`src/rtl/fifo_thr_pkg.sv`:
```
package fifo_thr_pkg;
  localparam int FIFO_DEPTH = 64;
  localparam int LVL_W      = $clog2(FIFO_DEPTH + 1);
  localparam int NIB_W      = 4;
  localparam int REG_W      = 2 * NIB_W;

  typedef logic [LVL_W-1:0] level_t;

  // nibble counts in groups of four characters
  function automatic level_t nib_to_level(input logic [NIB_W-1:0] n);
    level_t v;
    v = '0;
    v[NIB_W+1:2] = n;
    return v;
  endfunction

  function automatic level_t coarse_rx_level(input logic [1:0] code);
    case (code)
      2'd0:    return level_t'(8);
      2'd1:    return level_t'(16);
      2'd2:    return level_t'(56);
      default: return level_t'(60);
    endcase
  endfunction

  function automatic level_t coarse_tx_level(input logic [1:0] code);
    case (code)
      2'd0:    return level_t'(8);
      2'd1:    return level_t'(16);
      2'd2:    return level_t'(32);
      default: return level_t'(56);
    endcase
  endfunction

  function automatic level_t free_spaces(input level_t fill);
    if (fill >= level_t'(FIFO_DEPTH)) return '0;
    return level_t'(FIFO_DEPTH) - fill;
  endfunction
endpackage

```
`src/rtl/thr_reg_bank.sv`:
```
module thr_reg_bank
  import fifo_thr_pkg::*;
#(
  parameter int W = REG_W
)(
  input  logic         clk,
  input  logic         rst_n,
  input  logic         wr_en,
  input  logic         wr_sel,
  input  logic [W-1:0] wr_data,
  input  logic         feat_unlock,
  input  logic         reg_unlock,
  output logic [W-1:0] flow_q,
  output logic [W-1:0] trig_q
);
  logic wr_ok;
  assign wr_ok = wr_en && feat_unlock && reg_unlock;

  always_ff @(posedge clk or negedge rst_n) begin
    if (!rst_n) begin
      flow_q <= '0;
      trig_q <= '0;
    end else if (wr_ok) begin
      if (wr_sel) trig_q <= wr_data;
      else        flow_q <= wr_data;
    end
  end
endmodule

```
`src/rtl/trig_resolve.sv`:
```
module trig_resolve
  import fifo_thr_pkg::*;
#(
  parameter bit IS_RX = 1'b1
)(
  input  logic [NIB_W-1:0] nib,
  input  logic [1:0]       code,
  output level_t           level
);
  level_t coarse;
  generate
    if (IS_RX) begin : g_rx
      assign coarse = coarse_rx_level(code);
    end else begin : g_tx
      assign coarse = coarse_tx_level(code);
    end
  endgenerate
  assign level = (nib == '0) ? coarse : nib_to_level(nib);
endmodule

```
`src/rtl/flow_hyst.sv`:
```
module flow_hyst
  import fifo_thr_pkg::*;
(
  input  logic   clk,
  input  logic   rst_n,
  input  logic   flow_en,
  input  level_t fill,
  input  level_t halt_lvl,
  input  level_t resume_lvl,
  output logic   halted
);
  logic halt_hit, resume_hit;
  assign halt_hit   = fill >= halt_lvl;
  assign resume_hit = fill <= resume_lvl;

  always_ff @(posedge clk or negedge rst_n) begin
    if (!rst_n)          halted <= 1'b0;
    else if (!flow_en)   halted <= 1'b0;
    else if (halt_hit)   halted <= 1'b1;  // halt wins when both hit
    else if (resume_hit) halted <= 1'b0;
  end
endmodule

```
`src/rtl/fifo_level_ctrl.sv`:
```
module fifo_level_ctrl
  import fifo_thr_pkg::*;
(
  input  logic       clk,
  input  logic       rst_n,
  input  logic       wr_en,
  input  logic       wr_sel,
  input  logic [7:0] wr_data,
  input  logic       feat_unlock,
  input  logic       reg_unlock,
  input  logic [1:0] rx_trig_sel,
  input  logic [1:0] tx_trig_sel,
  input  logic       auto_rts_en,
  input  logic       sw_flow_en,
  input  logic [6:0] rx_fill,
  input  logic [6:0] tx_fill,
  output logic       rx_irq,
  output logic       tx_irq,
  output logic       rts_active,
  output logic       sw_halt_req,
  output logic [7:0] tx_free_lvl
);
  logic [REG_W-1:0] flow_q, trig_q;
  level_t rx_trig_lvl, tx_trig_lvl, halt_lvl, resume_lvl, tx_free;
  logic   flow_halted, flow_en;

  thr_reg_bank #(.W(REG_W)) u_regs (
    .clk(clk), .rst_n(rst_n), .wr_en(wr_en), .wr_sel(wr_sel),
    .wr_data(wr_data), .feat_unlock(feat_unlock), .reg_unlock(reg_unlock),
    .flow_q(flow_q), .trig_q(trig_q)
  );

  trig_resolve #(.IS_RX(1'b1)) u_rx_trig (
    .nib(trig_q[REG_W-1:NIB_W]), .code(rx_trig_sel), .level(rx_trig_lvl)
  );
  trig_resolve #(.IS_RX(1'b0)) u_tx_trig (
    .nib(trig_q[NIB_W-1:0]), .code(tx_trig_sel), .level(tx_trig_lvl)
  );

  assign halt_lvl   = nib_to_level(flow_q[NIB_W-1:0]);
  assign resume_lvl = nib_to_level(flow_q[REG_W-1:NIB_W]);
  assign flow_en    = auto_rts_en | sw_flow_en;

  flow_hyst u_flow (
    .clk(clk), .rst_n(rst_n), .flow_en(flow_en), .fill(rx_fill),
    .halt_lvl(halt_lvl), .resume_lvl(resume_lvl), .halted(flow_halted)
  );

  assign tx_free     = free_spaces(tx_fill);
  assign tx_free_lvl = {1'b0, tx_free};
  assign rx_irq      = rx_fill >= rx_trig_lvl;
  assign tx_irq      = tx_free >= tx_trig_lvl;
  assign rts_active  = !(auto_rts_en && flow_halted);
  assign sw_halt_req = sw_flow_en && flow_halted;
endmodule

```
`config.mk`:
```
export PLATFORM = sky130hd
export DESIGN_NAME = fifo_level_ctrl
export DESIGN_NICKNAME = d
export VERILOG_FILES = /design/src/rtl/fifo_thr_pkg.sv /design/src/rtl/thr_reg_bank.sv /design/src/rtl/trig_resolve.sv /design/src/rtl/flow_hyst.sv /design/src/rtl/fifo_level_ctrl.sv
export SDC_FILE = /design/constraint.sdc
export NUM_CORES = 1
export LEC_CHECK = 0
export ABC_CLOCK_PERIOD_IN_PS = 3900
export CAP_MARGIN = 25
export CORE_ASPECT_RATIO = 0.75
export CORE_MARGIN = 2
export CORE_UTILIZATION = 30
export DETAILED_ROUTE_END_ITERATION = 10
export PLACE_DENSITY = 0.58
export SYNTH_ARGS = -nofsm -noshare
export SYNTH_HDL_FRONTEND = slang
export SYNTH_SLANG_ARGS = --single-unit
```
`constraint.sdc`:
```
create_clock -name clk -period 3.9 [get_ports clk]
set_input_delay 0.975 -clock clk [delete_from_list [all_inputs] [get_ports clk]]
set_output_delay 0.975 -clock clk [all_outputs]
set_load 0.005 [all_outputs]
```
## After elaboration in Yosys (flattened, before gate mapping)

Index checks and enable logic that the tools add are counted.

- $add $sub $neg: 1
- Multiply operators: 0
- Divide/modulo/power cells: 0
- $lt $le $gt $ge: 5
- Eq/ne operators: 5
- Shifts and indexed selects: 0
- Muxes and demuxes: 10
- Bitwise operators: 2
- Reduce and logical (&&, ||, !) cells: 11

Operators by type and width:

| cell | number |
|---|---|
| 6-bit one-hot mux with 3 select lines | 2 |
| 7-bit >= comparator | 2 |
| 7-bit 2-to-1 mux | 2 |
| 6-bit 2-to-1 mux | 2 |
| 4-bit logical NOT | 2 |
| 7-bit by 6-bit >= comparator with 1-bit output | 1 |
| 7-bit >= comparator, second input constant | 1 |
| 7-bit by 6-bit <= comparator with 1-bit output | 1 |
| 7-bit subtractor, first input constant | 1 |
| 2-bit by 1-bit equality test with 1-bit output, second input constant | 2 |
| 2-bit equality test, second input constant | 2 |
| 1-bit logical AND | 4 |
| 2-bit logical NOT | 2 |
| 1-bit 2-to-1 mux | 4 |
| 2-bit AND reduction | 2 |
| 3-bit inequality test, second input constant | 1 |
| 1-bit logical NOT | 1 |
| 1-bit NOT | 1 |
| 1-bit OR | 1 |

- Register bits after elaboration: 17
- Latch bits: 0
- Bits in writable memories: 0
- ROM bits: 0
- Output and inout port bits: 12
- Word-level logic and storage cells: 37
- Memories kept: 0

## Logic depth before layout (Yosys ltp)

Gate-level depths: netlist (run 1).

- Depth in word-level cells: 4
- Mapped depth: 10
- Mapped depth without buffers: 10

## Modules after synthesis

A second synthesis (run 1) with hierarchy kept.

- Cells, all modules: 189
- Area total of the unflattened synthesis: 1735.4 sq um

By module, submodules not included:

| module | times used | cells each | area each (sq um) | seq. area each (sq um) |
|---|---|---|---|---|
| thr_reg_bank | 1 | 34 | 625.6 | 400.4 |
| fifo_level_ctrl | 1 | 76 | 533.0 | 0.0 |
| flow_hyst | 1 | 47 | 367.9 | 25.0 |
| trig_resolve at u_tx_trig | 1 | 18 | 120.1 | 0.0 |
| trig_resolve at u_rx_trig | 1 | 14 | 88.8 | 0.0 |

## Worst setup path before layout (run 1)

OpenSTA, ideal clock, no wires.

- Kind: in2out
- From: input tx_fill[0]
- To: output tx_irq
- Arrival: 2.679 ns
- Required time: 2.925 ns
- Slack: 0.246 ns
- Cell stages on the path: 9
- Cell sequence: inv_1 -> ha_1 -> or4_1 -> o21ai_2 -> and2_1 -> ha_1 -> o21a_1 -> o21ai_0 -> o211ai_1

- Longest elaborated chain between the ends: 4

Ends and longest elaborated chain:

| what | line | RTL |
|---|---|---|
| start, declared | fifo_level_ctrl.sv:16 | `input logic [6:0] tx_fill,` |
| 7-bit >= comparator | fifo_thr_pkg.sv:36 | `if (fill >= level_t'(FIFO_DEPTH)) return '0;` |
| 1-bit 2-to-1 mux | fifo_thr_pkg.sv:36 |  |
| 7-bit 2-to-1 mux (*) | fifo_thr_pkg.sv:37 | `return level_t'(FIFO_DEPTH) - fill;` |
| named net tx_free_lvl[4] | fifo_level_ctrl.sv:21 | `output logic [7:0] tx_free_lvl` |
| 7-bit >= comparator (*) | fifo_level_ctrl.sv:52 | `assign tx_irq = tx_free >= tx_trig_lvl;` |
| end, declared | fifo_level_ctrl.sv:18 | `output logic tx_irq,` |

Mark *: on every way through the listed nets, which the timed path passes. The rest lies on a longest branch.

## Worst setup path in the final report (run 1)

- From: input tx_fill[4]
- To: output tx_free_lvl[6]

- Longest elaborated chain between the ends: 3

Ends and longest elaborated chain:

| what | line |
|---|---|
| 7-bit >= comparator | fifo_thr_pkg.sv:36 |
| 1-bit 2-to-1 mux | fifo_thr_pkg.sv:36 |
| 7-bit 2-to-1 mux (*) | fifo_thr_pkg.sv:37 |
| end, declared | fifo_level_ctrl.sv:21 |

Every way passes the cells marked *; elsewhere a longest branch is shown, timed or not.

==> flow_summary.yaml, run 1 <==
floorplanning:
  die_w_um: 80.9
  die-area_um2: 4990
  die-height_um: 61.7
  initial_core_util_pct: 32.0
  rows: 20
  core_um2: 4150
  num_io_pins: 46
finish:
  area_growth_pct: 61.0
  final_cell_mix: "clkdlybuf4s50_1, buf_4, dfrtp_1, mux2_2, ha_1"
  final_common_cell: "clkdlybuf4s50_1"
  antennaDiodeCount: 0
  drive_gt1_share_pct: 31.2
  n_fill_cell: 388
  nets: 260
  seq_area_um2: 425
  multi_input_area_um2: 948
logic_synthesis:
  ys_async_sr_fraction_pct: 100
  avgSynthCellArea_um2: 9.72
  synth_top_area_share_pct: 32.0
  synth_area_leaders: "dfrtp_1, ha_1, mux2_2, inv_1, nor2_1"
  synth-edff-count: 0
  synth_top_area_cell: "dfrtp_1"
  ys.flop_type: "dfrtp_1"
  seq_area_frac_synth_pct: 32.0
  syn_nets: 191
  synth_area_um2: 1330
  netlist_instances: 137
  ys_seq_elements: 17
  yosysWarningCount: 0
  synth_cell_types: 34
sta:
  setup_viol: 0
  maxSlewHeadroom_pct: 47.5
  fin_ws_ps: 64.9
  fin_crit_sh_pct: 98.3
  tightest_slew_ps: 784
  slew_violations: 0
  fin_worst_skew_ps: 9.08
  hold_viol_final: 0
  fmax_mhz: 261
  whs_ps: 505
  period_minus_slack_ps: 3840
worst_hold_path:
  hold_class: "reg2reg"
placement:
  numPortBuffers: 44
  hpwl_mm: 3.01
  gp_congestion: 0.802
  dp_slack_ps: -739
clock_network:
  clock_latency_ps: 260
  root_buffer: "clkbuf_8"
  numCtsBuffers: 3
  cts.sinks: 17
  postCtsHoldBufs: 0
  clockBufferDepth: 2
  cts_tree: "done"
  cts_max_level: 1
  clk_pin_slew_worst_paths_ps: 70
global_routing:
  grt_antenna_before_repair: 0
  grt_pass1_wl_mm: 6.07
  track_usage_pct: 16.0
  grt_max_degree: 18
  grt_pass1_vias: 1339
  grt.overflow.total: 0
pwr:
  power_leakage_nw: 0.988
  power.total_mw: 0.673
  power_density_nw_per_um2: 314
  ir_worst_vdd_mv: 0.114
route:
  drt.antenna.violating_nets: 0
  drtIter0Drc: 86
  wire_per_inst_um: 14.4
  drt-pass1-iter-count: 4
  drc: 0
  vias_per_cell: 4.82
  drt-total-wl_mm: 3.74
  vias: 1252
worst_setup_path:
  criticalPathCategory: "in2out"
  cp.required_ps: 2920
  cp-start-kind: "input pin"
  critPathArrivalTime_ps: 2860
  worst-path-max-fanout: 3
  crit_path_end_kind: "primary output"
status:
  status: "finished clean"
run:
  cap_violations: 0
[report_power, final]
| group | switching, mW | leakage [nW] | internal [mW] |
|---|---|---|---|
| Sequential | 0.0403 | 0.203 | 0.215 |
| Clock | 0.0658 | 0.0217 | 0.0720 |
| Combinational | 0.115 | 0.763 | 0.165 |
| Total | 0.221 | 0.988 | 0.452 |
[flip-flops by register name (all words and copies together), names as in the netlist]
signal and cells:
u_flow.halted 1, u_regs.trig_q 8, u_regs.flow_q 8
[metrics by stage]
step                      TNS [ps]  std cells  utilization [%]  area, µm²
after floorplan                  0        137                -       1330
after global placement       -1700        251             47.1       1960
after detailed placement     -1980        251             47.1       1960
after CTS                    -55.2        259             50.1       2080
final                            0        260             51.6       2140
after global routing         -8.38        260             51.6       2140
[critical path, stage by stage]
cell and delay (ps):
clkdlybuf4s50_1 440, buf_4 160, or4_1 490, a21oi_2 180
buf_4 130, clkdlybuf4s50_1 480
[cell usage after synthesis, types with 2 or more instances]
library cell	number
ha_1	20
dfrtp_1	17
mux2_2	16
inv_1	14
nor2_1	12
a21oi_1	6
nand2_1	6
and2_1	3
nand4_1	3
nor2b_1	3
nor3_1	3
o21ai_0	3
o41ai_1	3
xnor2_1	3
nor4_1	2
nor4b_1	2
o211ai_1	2
o21a_1	2
or4_1	2
[cells by family after synthesis]
group                      count (synthesis)  share of synthesized area, %
other                                      1                         0.282
AOI/OAI and AO/OA                         20                          10.2
and+or+nand+nor                           43                          17.8
xor gates and xnor gates                   4                          2.63
DFF                                       17                          32.0
muxes                                     16                          13.5
buffers and inverters                     16                          4.79
adders and majority gates                 20                          18.8
[metal layers]
| layer | vias up | part of all wire (%) | track usage, % |
|---|---|---|---|
| met2 | 37 | 49 | 28.2 |
| li1 | 630 | - | - |
| met4 | 0 | 0.86 | 3.15 |
| met3 | 5 | 4.4 | 3.32 |
| met5 | - | 0 | 0 |
| met1 | 580 | 46 | 20.9 |
[final cells by class]
cell class / instances / share of cell area, %
multi-input combinational: 104 / 44.2
timing repair buffer: 66 / 28.0
sequential: 17 / 19.8
tap: 55 / 3.21
inverter: 14 / 2.45
clock buffer: 3 / 1.93
clock inverter: 1 / 0.350
[worst paths after layout]
check,to,slack [ps],start,cells after the start
max,tx_free_lvl[6],60,tx_fill[4],6
min,u_regs.flow_q[1],500,u_regs.flow_q[1],1
max reg2reg,u_flow.halted,2250,u_regs.flow_q[5],6
min reg2reg,u_regs.flow_q[1],500,u_regs.flow_q[1],1
max in group asynchronous,u_regs.trig_q[3],2240,rst_n,1
min in group asynchronous,u_regs.trig_q[2],1170,rst_n,1
[timing repair]
action / in CTS / in global routing
buffers inserted: 4 / 1
endpoints found under the setup margin: 8 / 6
resized for setup: 22 / 16
pin swaps: 10 / 8
No activity file was read; power rests on OpenSTA's default activity.
==> run 2, diff against run 1 <==
ABC_AREA = 1   (was default)
MAX_ROUTING_LAYER = met4   (was default)
PLACE_DENSITY = 0.57   (was 0.58)
==> run 2 against run 1 <==
Net effect:
- clock power about the same
- die area rose by 8.4%
- utilization shrank 1.9 points
- clock-buffer cell count unchanged
- routed wire length up 1.6%
- final area is 5.4% higher
- synthesized area up 8.9%
- largest cell class unchanged
- final cell count increased by 26%
- combinational power increased by 4%
==> flow_summary.yaml, run 2 <==
finish:
  reg_top3: "u_regs.flow_q x8, u_regs.trig_q x8, u_flow.halted x1"
  final_core_util_pct: 49.7
  drive_gt1_share_pct: 20.7
  nets: 325
  final_cell_mix: "nand2_1, inv_1, clkdlybuf4s50_1, buf_4"
  finalInstanceArea_um2: 2260
  area_growth_pct: 55.8
  antennaDiodeCount: 0
  final_common_cell: "nand2_1"
pwr:
  clock_power_share_pct: 20.3
  switching_share_pct: 35.1
  power_leakage_nw: 1.20
  intPower_mw: 0.431
  pwr-share-seq_pct: 35.9
  p_switching_mw: 0.233
  ir_worst_vdd_mv: 0.134
  power.total_mw: 0.664
  power_density_nw_per_um2: 294
  p_comb_share_pct: 43.8
worst_setup_path:
  crit_path_max_incr_delay_ps: 490
  criticalPathCategory: "in2out"
  crit_chain: "clkdlybuf4s50_1 > inv_1 > nand2_1 > o21ai_0 > ha_1 > nand4_1 > or3_1 > o211ai_1 > dlygate4sd2_1"
  cp_slowest_cell: "clkdlybuf4s50_1"
  critPathArrivalTime_ps: 2740
  path_delay_family: "buffers and inverters"
  cp-start-kind: "input pin"
  cp.required_ps: 2920
  worst-path-max-fanout: 2
  r2r_setup_slack_ps: 2600
  crit_path_end_kind: "primary output"
  crit_buf_inv: 3
sta:
  fin_worst_skew_ps: 6.29
  fmax_mhz: 270
  tns_ps: 0
  setup_viol: 0
  slew_violations: 0
  whs_ps: 494
  tightest_slew_ps: 823
  rsz0062_at_grt: "no"
  fin_crit_sh_pct: 95.1
  hold_viol_final: 0
  period_minus_slack_ps: 3710
  maxSlewHeadroom_pct: 45.0
global_routing:
  grt_use_met3_pct: 3.23
  grt_pass1_wl_mm: 6.44
  met2_usage_pct: 21.1
  grt_util_met1_pct: 22.7
  track_usage_pct: 15.2
  busiest_layer: "met1"
  grt_antenna_before_repair: 0
  grt_max_degree: 18
  grt_pass1_vias: 1394
  grt.overflow.total: 0
logic_synthesis:
  synth_top_area_share_pct: 29.3
  synth-edff-count: 0
  synth.most_common_cell: "nand2_1"
  syn_nets: 260
  seq_area_frac_synth_pct: 29.3
  synth_area_leaders: "dfrtp_1, ha_1, nand2_1, inv_1, o21ai_0"
  netlist_instances: 206
  avgSynthCellArea_um2: 7.04
  ys_seq_elements: 17
  ys.flop_type: "dfrtp_1"
  yosysWarningCount: 0
  synth_area_um2: 1450
  synth_cell_types: 29
  ys_async_sr_fraction_pct: 100
  yosys-top-cells-count: "nand2_1, inv_1, nor2_1"
  synth_top_area_cell: "dfrtp_1"
route:
  drtIter0Drc: 50
  drc: 0
  drt-total-wl_mm: 3.80
  drt-pass1-iter-count: 4
  drt.antenna.violating_nets: 0
  wire_per_inst_um: 11.6
  vias_per_cell: 4.49
  vias: 1469
floorplanning:
  rows: 21
  initial_core_util_pct: 31.9
  die_w_um: 84.3
  die-height_um: 64.2
  core_um2: 4550
  die-area_um2: 5410
  num_io_pins: 46
run:
  cap_violations: 0
clock_network:
  clock_latency_ps: 260
  cts_max_level: 1
  postCtsHoldBufs: 0
  numCtsBuffers: 3
  cts.sinks: 17
  clk_pin_slew_worst_paths_ps: 70
  root_buffer: "clkbuf_8"
  clockBufferDepth: 2
  cts_tree: "done"
status:
  status: "finished clean"
worst_hold_path:
  hold_class: "reg2reg"
placement:
  gp_congestion: 0.783
  numPortBuffers: 44
  hpwl_mm: 3.03
  placed_area_um2: 2070
[run 2: worst register-to-register path: cells and delay by family (launching register included)]
kind,cells,cell delay [ps]
compound gates,3,330
flops,1,350
fa+ha+maj,1,300
simple gates,1,170
buf+inv,1,40
[run 2: layout make-up]
cell class | instances | area (µm²)
clock buffer | 3 | 41.3
clock inverter | 1 | 5.00
fill | 463 | 2290
inverter | 40 | 150
multi-input combinational | 145 | 968
sequential | 17 | 425
tap | 57 | 71.3
timing repair buffer | 64 | 598
[run 2: power by group through the flow]
stage / clock network [mW] / registers (mW) / logic (mW)
CTS: 0.137 / 0.237 / 0.279
detailed placement: 0 / 0.240 / 0.277
global placement: 0 / 0.239 / 0.275
floorplan: 0 / 0.232 / 0.161
finish: 0.135 / 0.238 / 0.291
global route: 0.143 / 0.242 / 0.338
[run 2: kinds of logic (layout without fill, tap and decap cells)]
family	after synthesis	count (layout)	synth area share, %
AOI/OAI and AO/OA	32	32	13.1
xor gates and xnor gates	1	1	0.604
adders and majority gates	20	20	17.3
buffers and inverters	44	108	11.8
DFF	17	17	29.3
other	1	1	0.259
and+or+nand+nor	91	91	27.6
[run 2: timing repair]
action / 4_1_cts / 5_1_grt
gates resized for setup: 18 / 23
setup endpoints to repair: 2 / 5
pin swaps: 8 / 18
setup buffers: 3 / 0
[run 2: worst paths after layout]
path	startpoint	end	depth (start not counted)
hold reg to reg	u_regs.flow_q[3]	u_regs.flow_q[3]	2
min in group asynchronous	rst_n	u_flow.halted	1
max in group asynchronous	rst_n	u_regs.flow_q[4]	1
setup / recovery	rx_trig_sel[1]	rx_irq	9
setup reg to reg	u_regs.flow_q[2]	u_flow.halted	6
hold / removal	u_regs.flow_q[3]	u_regs.flow_q[3]	2
[run 2: metal layers]
metal	wire, µm	vias up
li1	-	778
met1	2070	663
met5	0	-
met4	26	0
met2	1560	24
met3	152	4
[run 2: per-stage QoR]
step / setup WS [ps] / instances
floorplan: 573 / 206
global placement: -354 / 320
detailed placement: -396 / 320
CTS: -76.6 / 327
global route: 26.9 / 327
finish: 190 / 327
==> run 3, diff against run 2 <==
ABC_CLOCK_PERIOD_IN_PS = 4500   (was 3900)
CORE_UTILIZATION = 50   (was 30)
PLACE_DENSITY = 0.86   (was 0.57)
clock period = 4.5 ns   (was 3.9 ns; I/O delays follow)
==> run 3 against run 2 <==
Net effect:
- worst hold slack got worse by 0.56 ps
- combinational power decreased by 17%
- clock power decreased by 11%
- highest routed layer unchanged
- critical path depth increased by 7
- register-to-register slack improved by 500 ps
- die area decreased by 38%
- global-route usage increased by 8.0 points
- final cell count decreased by 9.2%
- sequential share of layout area increased by 1.6 points
- routed wire length increased by 6.1%
- final area decreased by 7.9%
==> flow_summary.yaml, run 3 (synthesis results as in run 2) <==
worst_setup_path:
  cp_slowest_cell: "clkdlybuf4s50_1"
  worst-path-max-fanout: 5
  cp-start-kind: "input pin"
  cp.required_ps: 3380
  critPathArrivalTime_ps: 3280
  r2r_setup_slack_ps: 3100
  crit_top_cell: "nand2_1"
  crit_path_end: "tx_irq"
  reg2reg_from: "u_regs.flow_q[6]"
  criticalPathCategory: "in2out"
  crit_path_max_incr_delay_ps: 440
  regToRegEndpoint: "u_flow.halted"
  crit_path_start: "tx_fill[0]"
  worst_r2r_path_depth: 7
  crit_path_end_kind: "primary output"
  crit_chain: "clkdlybuf4s50_1 > inv_2 > ha_2 > nand2_2 > nor2_4 > nand2_2 > nand2_4 > nor2_2 > ha_1 > nand2_1 > inv_1 > nand2_1 > nand3b_1 > nor2_2 > nand2_1 > dlygate4sd2_1"
run:
  cap_violations: 0
route:
  drt-pass1-iter-count: 4
  drt-total-wl_mm: 4.03
  drt.antenna.violating_nets: 0
  vias: 1503
  wire_per_inst_um: 13.6
  drc: 0
  vias_per_cell: 5.06
  drtIter0Drc: 100
placement:
  gp_congestion: 0.851
  dp_slack_ps: -72.6
  hpwl_mm: 2.91
  numPortBuffers: 44
  placed_area_um2: 1970
sta:
  hold_viol_final: 0
  fin_ws_ps: 98.2
  fmax_mhz: 227
  setup_viol: 0
  maxSlewHeadroom_pct: 47.9
  slew_violations: 0
  fin_worst_skew_ps: 3.92
  tightest_slew_ps: 780
  fin_crit_sh_pct: 97.8
  period_minus_slack_ps: 4400
clock_network:
  root_buffer: "clkbuf_8"
  cts.sinks: 17
  cts_max_level: 1
  clock_latency_ps: 260
  postCtsHoldBufs: 0
  clockBufferDepth: 2
  cts_tree: "done"
  clk_pin_slew_worst_paths_ps: 70
  numCtsBuffers: 3
global_routing:
  grt_pass1_vias: 1292
  grt_antenna_before_repair: 0
  track_usage_pct: 23.2
  grt_pass1_wl_mm: 5.71
  grt_util_met1_pct: 32.8
  grt.overflow.total: 0
  grt_use_met3_pct: 6.50
  met2_usage_pct: 33.3
  busiest_layer: "met2"
  grt_max_degree: 18
finish:
  drive_gt1_share_pct: 13.8
  final_cell_mix: "nand2_1, clkdlybuf4s50_1, inv_1, o21ai_0"
  antennaDiodeCount: 0
  final_common_cell: "nand2_1"
  finalInstanceArea_um2: 2080
  reg_top3: "u_regs.flow_q x8, u_regs.trig_q x8, u_flow.halted x1"
  area_growth_pct: 43.5
  final_core_util_pct: 77.6
  nets: 316
floorplanning:
  core_um2: 2680
  rows: 16
  die-area_um2: 3350
  die-height_um: 50.6
  die_w_um: 66.2
  num_io_pins: 46
  initial_core_util_pct: 54.1
pwr:
  ir_worst_vdd_mv: 0.167
  power_leakage_nw: 1.09
  power_density_nw_per_um2: 273
worst_hold_path:
  hold_class: "reg2reg"
status:
  status: "finished clean"
[run 3: cell types whose count changed in the layout (fill, tap and decap cells not counted), sizes merged]
cell,delta
buf,-9
clkbuf,-1
clkdlybuf4s50,+9
clkinv,-1
clkinvlp,+1
dlygate4sd2,-3
dlymetal6s2s,-5
[run 3: power by group]
| group | leakage, nW | switching [mW] | internal [mW] |
|---|---|---|---|
| clock network | 0.0217 | 0.0571 | 0.0625 |
| registers | 0.212 | 0.0246 | 0.181 |
| logic | 0.855 | 0.120 | 0.122 |
| total | 1.09 | 0.201 | 0.366 |
[run 3: per-layer routing]
layer | vias up | wire length, µm
li1 | 765 | -
met1 | 677 | 1890
met2 | 50 | 1820
met3 | 11 | 248
met4 | 0 | 80
met5 | - | 0
[run 3: layout make-up]
cell class / count / area, µm²
Multi-Input combinational cell: 145 / 885
Fill cell: 179 / 602
Timing Repair Buffer: 55 / 527
Sequential cell: 17 / 425
Inverter: 40 / 150
Tap cell: 36 / 45.0
Clock buffer: 3 / 41.3
Clock inverter: 1 / 7.51
[run 3: what timing repair did]
item,4_1_cts,5_1_grt
buffers inserted,3,0
pin swaps,2,2
gates cloned,0,0
gates resized for setup,1,13
setup endpoints to repair,1,2
[run 3: worst min-delay path by stage]
stage | start | endpoint | cells after the start
after global routing | u_regs.flow_q[5] | u_regs.flow_q[5] | 2
after detailed placement | u_regs.flow_q[1] | u_regs.flow_q[1] | 2
after floorplan | u_regs.flow_q[1] | u_regs.flow_q[1] | 2
final | u_regs.flow_q[3] | u_regs.flow_q[3] | 2
after CTS | u_regs.flow_q[1] | u_regs.flow_q[1] | 2
after global placement | u_regs.flow_q[3] | u_regs.flow_q[3] | 2
[run 3: worst max-delay path: cells and delay by family]
kind          cells  cell delay (ps)
fa+ha+maj         2              490
simple gates     10              830
buf+inv           4              810
[run 3: stage by stage]
stage	setup TNS (ps)	power (mW)	instances	hold slack [ps]
after CTS	0	0.558	297	496
after global placement	-28.6	0.430	290	471
after floorplan	0	0.340	206	453
final	0	0.567	297	494
after global routing	-9.83	0.605	297	520
after detailed placement	-72.6	0.440	290	478
